`config.mk`:
```
export PLATFORM = sky130hd
export DESIGN_NAME = bus_ack_ctrl
export DESIGN_NICKNAME = d
export VERILOG_FILES = /design/src/rtl/bac_pkg.sv /design/src/rtl/bac_decode.sv /design/src/rtl/bac_post_buf.sv /design/src/rtl/bac_seq.sv /design/src/rtl/bus_ack_ctrl.sv
export SDC_FILE = /design/constraint.sdc
export NUM_CORES = 1
export LEC_CHECK = 0
export BUFFER_PORTS_ARGS = -buffer_cell sky130_fd_sc_hd__buf_2
export CORE_MARGIN = 8
export CORE_UTILIZATION = 35
export DETAILED_ROUTE_END_ITERATION = 7
export PLACE_DENSITY = 0.65
export SKIP_LAST_GASP = 1
export SLEW_MARGIN = 10
export SYNTH_ARGS = -nofsm -noshare
export SYNTH_HDL_FRONTEND = slang
export SYNTH_HIERARCHICAL = 1
export SYNTH_SLANG_ARGS = --single-unit
```
`constraint.sdc`:
```
create_clock -name clk -period 2.9 [get_ports clk]
set_input_delay 0.29 -clock clk [delete_from_list [all_inputs] [get_ports clk]]
set_output_delay 0.29 -clock clk [all_outputs]
set_load 0.05 [all_outputs]
```
`src/rtl/bac_pkg.sv`:
```
package bac_pkg;

  typedef enum logic [1:0] {
    ST_IDLE = 2'd0,
    ST_RD   = 2'd1,
    ST_WR   = 2'd2,
    ST_HOLD = 2'd3
  } bac_state_e;

  localparam logic [2:0] FC_SUP_DATA = 3'b101;
  localparam logic [2:0] FC_SUP_PROG = 3'b110;

  function automatic logic fc_is_super(input logic [2:0] fc);
    return (fc == FC_SUP_DATA) || (fc == FC_SUP_PROG);
  endfunction

endpackage

```
`src/rtl/bac_decode.sv`:
```
module bac_decode #(
  parameter int ADDR_W     = 23,
  parameter int NDEV       = 3,
  parameter int WIN_W      = 16,
  parameter int PROT_WORDS = 512,
  parameter int DEV_W      = 2
) (
  input  logic [ADDR_W-1:0] addr_i,
  input  logic [2:0]        fc_i,
  input  logic              is_wr_i,
  output logic [DEV_W-1:0]  dev_o,
  output logic              mapped_o,
  output logic              deny_o
);
  localparam int SEL_W = ADDR_W - WIN_W;

  logic [SEL_W-1:0] win;
  logic [NDEV-1:0]  hit;
  logic             in_prot;

  assign win = addr_i[ADDR_W-1:WIN_W];

  // one comparator per device window
  for (genvar g = 0; g < NDEV; g++) begin : g_hit
    assign hit[g] = (win == SEL_W'(g));
  end

  always_comb begin
    dev_o = '0;
    for (int i = 0; i < NDEV; i++) begin
      if (hit[i]) dev_o = DEV_W'(i);
    end
  end

  assign mapped_o = |hit;
  assign in_prot  = (addr_i < ADDR_W'(PROT_WORDS));
  assign deny_o   = is_wr_i && in_prot && !bac_pkg::fc_is_super(fc_i);

endmodule

```
`src/rtl/bac_post_buf.sv`:
```
module bac_post_buf #(
  parameter int ADDR_W = 23,
  parameter int DW     = 16,
  parameter int NDEV   = 3,
  parameter int DEV_W  = 2
) (
  input  logic              clk,
  input  logic              rst_n,
  input  logic              load_i,
  input  logic [DEV_W-1:0]  dev_i,
  input  logic [ADDR_W-1:0] addr_i,
  input  logic [DW-1:0]     data_i,
  input  logic [1:0]        be_i,
  input  logic [NDEV-1:0]   ready_i,
  output logic              full_o,
  output logic [DEV_W-1:0]  dev_o,
  output logic [ADDR_W-1:0] addr_o,
  output logic [DW-1:0]     data_o,
  output logic [1:0]        be_o
);
  logic drain;

  assign drain = full_o && ready_i[dev_o];

  // load is only requested while the entry is empty, so it never meets a drain
  always_ff @(posedge clk) begin
    if (!rst_n) begin
      full_o <= 1'b0;
      dev_o  <= '0;
      addr_o <= '0;
      data_o <= '0;
      be_o   <= '0;
    end else if (load_i) begin
      full_o <= 1'b1;
      dev_o  <= dev_i;
      addr_o <= addr_i;
      data_o <= data_i;
      be_o   <= be_i;
    end else if (drain) begin
      full_o <= 1'b0;
    end
  end

endmodule

```
`src/rtl/bac_seq.sv`:
```
module bac_seq
  import bac_pkg::*;
#(
  parameter int ADDR_W = 23,
  parameter int DW     = 16,
  parameter int NDEV   = 3,
  parameter int DEV_W  = 2
) (
  input  logic              clk,
  input  logic              rst_n,
  input  logic              as_n_i,
  input  logic              uds_n_i,
  input  logic              lds_n_i,
  input  logic              rw_n_i,
  input  logic [ADDR_W-1:0] addr_i,
  input  logic [DEV_W-1:0]  dev_i,
  input  logic              mapped_i,
  input  logic              deny_i,
  input  logic              buf_full_i,
  input  logic [DEV_W-1:0]  buf_dev_i,
  input  logic [NDEV-1:0]   rd_ready_i,
  input  logic [DW-1:0]     rd_data_i,
  output logic              load_o,
  output logic              rd_valid_o,
  output logic [DEV_W-1:0]  cur_dev_o,
  output logic [ADDR_W-1:0] cur_addr_o,
  output logic [1:0]        cur_be_o,
  output logic [DW-1:0]     rdata_o,
  output logic              ack_o,
  output logic              err_o
);
  bac_state_e state;
  logic       start;
  logic       rd_fire;
  logic       rd_blocked;

  assign start      = (state == ST_IDLE) && !as_n_i && (!uds_n_i || !lds_n_i);
  assign rd_blocked = buf_full_i && (buf_dev_i == cur_dev_o);
  assign rd_valid_o = (state == ST_RD) && !rd_blocked;
  assign rd_fire    = rd_valid_o && rd_ready_i[cur_dev_o];

  assign load_o = (start && !rw_n_i && mapped_i && !deny_i && !buf_full_i) ||
                  ((state == ST_WR) && !buf_full_i);

  always_ff @(posedge clk) begin
    if (!rst_n) begin
      state      <= ST_IDLE;
      ack_o      <= 1'b0;
      err_o      <= 1'b0;
      cur_dev_o  <= '0;
      cur_addr_o <= '0;
      cur_be_o   <= '0;
      rdata_o    <= '0;
    end else begin
      case (state)
        ST_IDLE: begin
          if (start) begin
            cur_dev_o  <= dev_i;
            cur_addr_o <= addr_i;
            cur_be_o   <= {!uds_n_i, !lds_n_i};
            if (!mapped_i || deny_i) begin
              err_o <= 1'b1;
              state <= ST_HOLD;
            end else if (!rw_n_i) begin
              if (!buf_full_i) begin
                ack_o <= 1'b1;
                state <= ST_HOLD;
              end else begin
                state <= ST_WR;
              end
            end else begin
              state <= ST_RD;
            end
          end
        end
        ST_RD: begin
          if (rd_fire) begin
            rdata_o <= rd_data_i;
            ack_o   <= 1'b1;
            state   <= ST_HOLD;
          end
        end
        ST_WR: begin
          if (!buf_full_i) begin
            ack_o <= 1'b1;
            state <= ST_HOLD;
          end
        end
        default: begin
          if (as_n_i) begin
            ack_o <= 1'b0;
            err_o <= 1'b0;
            state <= ST_IDLE;
          end
        end
      endcase
    end
  end

endmodule

```
`src/rtl/bus_ack_ctrl.sv`:
```
module bus_ack_ctrl #(
  parameter int ADDR_W     = 23,
  parameter int DW         = 16,
  parameter int NDEV       = 3,
  parameter int WIN_W      = 16,
  parameter int PROT_WORDS = 512,
  localparam int DEV_W     = (NDEV > 1) ? $clog2(NDEV) : 1
) (
  input  logic              clk,
  input  logic              rst_n,
  input  logic [ADDR_W-1:0] addr_i,
  input  logic [2:0]        fc_i,
  input  logic              as_n_i,
  input  logic              uds_n_i,
  input  logic              lds_n_i,
  input  logic              rw_n_i,
  input  logic [DW-1:0]     wdata_i,
  output logic [DW-1:0]     rdata_o,
  output logic              dtack_n_o,
  output logic              berr_n_o,
  output logic              rd_valid_o,
  input  logic [NDEV-1:0]   rd_ready_i,
  output logic [DEV_W-1:0]  rd_sel_o,
  output logic [ADDR_W-1:0] rd_addr_o,
  output logic [1:0]        rd_be_o,
  input  logic [DW-1:0]     rd_data_i,
  output logic              wr_valid_o,
  input  logic [NDEV-1:0]   wr_ready_i,
  output logic [DEV_W-1:0]  wr_sel_o,
  output logic [ADDR_W-1:0] wr_addr_o,
  output logic [DW-1:0]     wr_data_o,
  output logic [1:0]        wr_be_o
);
  logic [DEV_W-1:0] dec_dev;
  logic             dec_mapped;
  logic             dec_deny;
  logic             load;
  logic             ack;
  logic             err;

  bac_decode #(
    .ADDR_W(ADDR_W), .NDEV(NDEV), .WIN_W(WIN_W),
    .PROT_WORDS(PROT_WORDS), .DEV_W(DEV_W)
  ) u_decode (
    .addr_i   (addr_i),
    .fc_i     (fc_i),
    .is_wr_i  (!rw_n_i),
    .dev_o    (dec_dev),
    .mapped_o (dec_mapped),
    .deny_o   (dec_deny)
  );

  bac_post_buf #(
    .ADDR_W(ADDR_W), .DW(DW), .NDEV(NDEV), .DEV_W(DEV_W)
  ) u_post (
    .clk     (clk),
    .rst_n   (rst_n),
    .load_i  (load),
    .dev_i   (dec_dev),
    .addr_i  (addr_i),
    .data_i  (wdata_i),
    .be_i    ({!uds_n_i, !lds_n_i}),
    .ready_i (wr_ready_i),
    .full_o  (wr_valid_o),
    .dev_o   (wr_sel_o),
    .addr_o  (wr_addr_o),
    .data_o  (wr_data_o),
    .be_o    (wr_be_o)
  );

  bac_seq #(
    .ADDR_W(ADDR_W), .DW(DW), .NDEV(NDEV), .DEV_W(DEV_W)
  ) u_seq (
    .clk        (clk),
    .rst_n      (rst_n),
    .as_n_i     (as_n_i),
    .uds_n_i    (uds_n_i),
    .lds_n_i    (lds_n_i),
    .rw_n_i     (rw_n_i),
    .addr_i     (addr_i),
    .dev_i      (dec_dev),
    .mapped_i   (dec_mapped),
    .deny_i     (dec_deny),
    .buf_full_i (wr_valid_o),
    .buf_dev_i  (wr_sel_o),
    .rd_ready_i (rd_ready_i),
    .rd_data_i  (rd_data_i),
    .load_o     (load),
    .rd_valid_o (rd_valid_o),
    .cur_dev_o  (rd_sel_o),
    .cur_addr_o (rd_addr_o),
    .cur_be_o   (rd_be_o),
    .rdata_o    (rdata_o),
    .ack_o      (ack),
    .err_o      (err)
  );

  assign dtack_n_o = !ack;
  assign berr_n_o  = !err;

endmodule

```
==> impl_metrics.yaml <==
hold_path:
  min_delay_path_depth: 2
  hold-path-endpoint: "u_seq/err_o"
  worstHoldStart: "as_n_i"
  hold_path.class: "in2reg"
grt:
  grt_overflow: 0
  grt_max_degree: 77
  first_global_vias: 3315
  grt_pass1_wl_um: 16900
  antenna_found_initial: 0
  grt_use_total: 0.146
timing:
  setup_viol: 0
  worst_pin_slew_ns: 0.956
  hold_viol: 0
  period_share: 0.885
  slew_violations: 0
  setup_tns_ns: 0
  period_needed_ns: 2.57
  skew_ns: 0.0135
  clock.fmax_mhz: 390
  rsz0062_at_grt: "false"
  timing.slew.headroom: 0.363
  worst_slack_ns: 0.335
routing:
  drc: 0
  ant_nets: 0
  firstDrtPassIters: 4
  vias: 3243
  routed_wl_um: 10500
  initialDrtViolationCount: 157
  wl_per_cell_um: 15.2
  viasPerCell: 4.67
layout:
  area_growth_pct: 28.1
  drive_gt1_frac: 0.330
  fillers: 1090
  fin_nets: 624
clock_network:
  cts_buffers: 9
  cts_resized: 0
  htreeDepth: 3
  clock_latency_ns: 0.35
  clock_sinks: 91
  cts_buffer_depth: 2
  cts_root_buffer: "clkbuf_8"
  cts_setup_buffers: 0
  holdBufCountCts: 0
  cts.clk_slew.worst_paths_ns: 0.09
  tritoncts: "done"
power_and_ir_drop:
  p_leak_nw: 2.12
  irDropWorstVdd_mv: 0.336
  power_density_nw_per_um2: 840
yosys:
  synth_seq_cells: 91
  syn_area_um2: 3760
  ys_seq_area_frac: 0.485
  synthTopCellsByCount: "91 x dfxtp_1, 84 x nand2_1, 61 x mux2i_1"
  synth_edf_count: 0
  yosysTopAreaCell: "dfxtp_1"
  synth_area_per_cell_um2: 9.52
  synthTopCellsByArea: "dfxtp_1 48%, mux2i_1 16%, nand2_1 8.4%"
  synth_cell_type_count: 38
  synthArstFlopShare: 0
  synth_top_area_share: 0.485
  synth_flop_cell: "dfxtp_1"
  synth_most_common_cell: "dfxtp_1"
  netlist_instances: 395
  synth-warning-count: 6
  syn_nets: 470
setup_path:
  worstPathArrival_ns: 2.81
  crit_chain: "inv_1 -> ha_1 -> nand2b_1 -> a21oi_2 -> a21oi_1 -> nor2_4 -> buf_12 -> mux2i_1 -> nor2b_1"
  crit_buf_inv: 2
  cpPeakStageDelay_ns: 0.57
  r2r_start: "u_seq/state[1]"
  critPathLaunchType: "flop"
  r2r_slack_ns: 0.33
  crit_fanout: 27
  path_class: "reg2reg"
  path_delay_family: "simple AND/OR/NAND/NOR gates"
  rr_endpoint: "u_post/data_o[5]"
  cp_data_required_time_ns: 3.15
  rr_worst_depth: 9
  slowest_stage: "nor2_4"
  end_kind: "flop"
outcome:
  outcome: "complete, no violations"
run:
  max_cap_violations: 0
floorplanning:
  core_um2: 10700
  die_h_um: 120
  start_util: 0.353
  pin_count: 160
  die_area_um2: 14300
  die-width_um: 120
  rows: 38
place:
  gp_congestion: 0.771
  port-buffer-count: 159
  hpwl_um: 7840
  dp_worst_setup_slack_ns: 0.202
[cell usage in the layout (no fill, tap or decap), drive strengths merged]
cell,count
a21oi,33
nand3,3
a311o,2
a221oi,1
diode,1
o21ai,3
a41oi,1
o31ai,1
nand3b,2
mux2i,61
nand2,84
clkinvlp,1
a311oi,1
nand4,1
and2,1
clkinv,2
xor2,1
inv,12
nor2b,43
a21o,2
o21a,2
clkbuf,11
nand2b,1
dfxtp,91
a211oi,1
o211ai,1
o41ai,3
and3,2
nand4b,1
nor3,3
ha,5
buf,165
nor2,6
a2111oi,1
nor3b,3
xnor2,2
nor4,1
[cell families after synthesis]
logic type / Yosys count / share of synthesized area
AOI/OAI and AO/OA: 52 / 0.0879
xor gates and xnor gates: 3 / 0.00699
adders and majority gates: 5 / 0.0166
buffers and inverters: 32 / 0.0499
DFF: 91 / 0.485
muxes: 61 / 0.162
and+or+nand+nor: 151 / 0.192
[per-layer routing]
metal / up-vias / share of wire / global-route usage
li1: 1628 / - / -
met1: 1513 / 0.40 / 0.162
met2: 95 / 0.51 / 0.248
met3: 7 / 0.080 / 0.0564
met4: 0 / 0.010 / 0.0554
met5: - / 0 / 0
[sequential cells by signal, summed over array words and instances (netlist names)]
register,cells
u_post/addr_o,23
u_post/be_o,2
u_post/data_o,16
u_post/dev_o,2
u_post/full_o,1
u_seq/ack_o,1
u_seq/cur_addr_o,23
u_seq/cur_be_o,2
u_seq/cur_dev_o,2
u_seq/err_o,1
u_seq/rdata_o,16
u_seq/state,2
[where the power goes]
group / switching [W] / internal, W
Sequential: 0.000108 / 0.00145
Clock: 0.000447 / 0.000316
Combinational: 0.00121 / 0.000514
Total: 0.00177 / 0.00228
[worst max-delay path by stage]
stage | endpoint | from | cells after the start
after floorplan | u_post/dev_o[1] | u_seq/state[0] | 11
after global placement | u_post/data_o[12] | addr_i[22] | 10
after detailed placement | u_post/data_o[5] | addr_i[22] | 10
after CTS | u_post/data_o[5] | u_seq/state[1] | 9
after global routing | u_post/data_o[5] | u_seq/state[0] | 9
final | u_post/data_o[5] | u_seq/state[1] | 9
[layout make-up]
class                           instances  area, um^2  area share
Inverter                               10        37.5     0.00780
Antenna cell                            1        2.50    0.000520
Sequential cell                        91        1820       0.378
Multi-Input combinational cell        272        1760       0.365
Clock inverter                          5        35.0     0.00728
Clock buffer                           11         131      0.0273
Tap cell                              140         175      0.0364
Timing Repair Buffer                  165         853       0.177
[through the flow]
step	power, W	instances	util	cell area [um^2]	hold slack, ns
after floorplan	0.00296	395	-	3760	0.387
after global placement	0.00329	678	0.436	4650	0.439
after detailed placement	0.00332	678	0.436	4650	0.446
after CTS	0.00410	694	0.452	4810	0.135
after global routing	0.00429	694	0.452	4810	0.134
final	0.00404	695	0.452	4810	0.158
[worst register-to-register path, cell delays in order (launching register included)]
cell and delay [ns]:
dfxtp_1 0.35, inv_1 0.12, ha_1 0.30, nand2b_1 0.19
a21oi_2 0.17, a21oi_1 0.12, nor2_4 0.57, buf_12 0.30
mux2i_1 0.27, nor2b_1 0.08
Power figures use the tool's default switching activity.
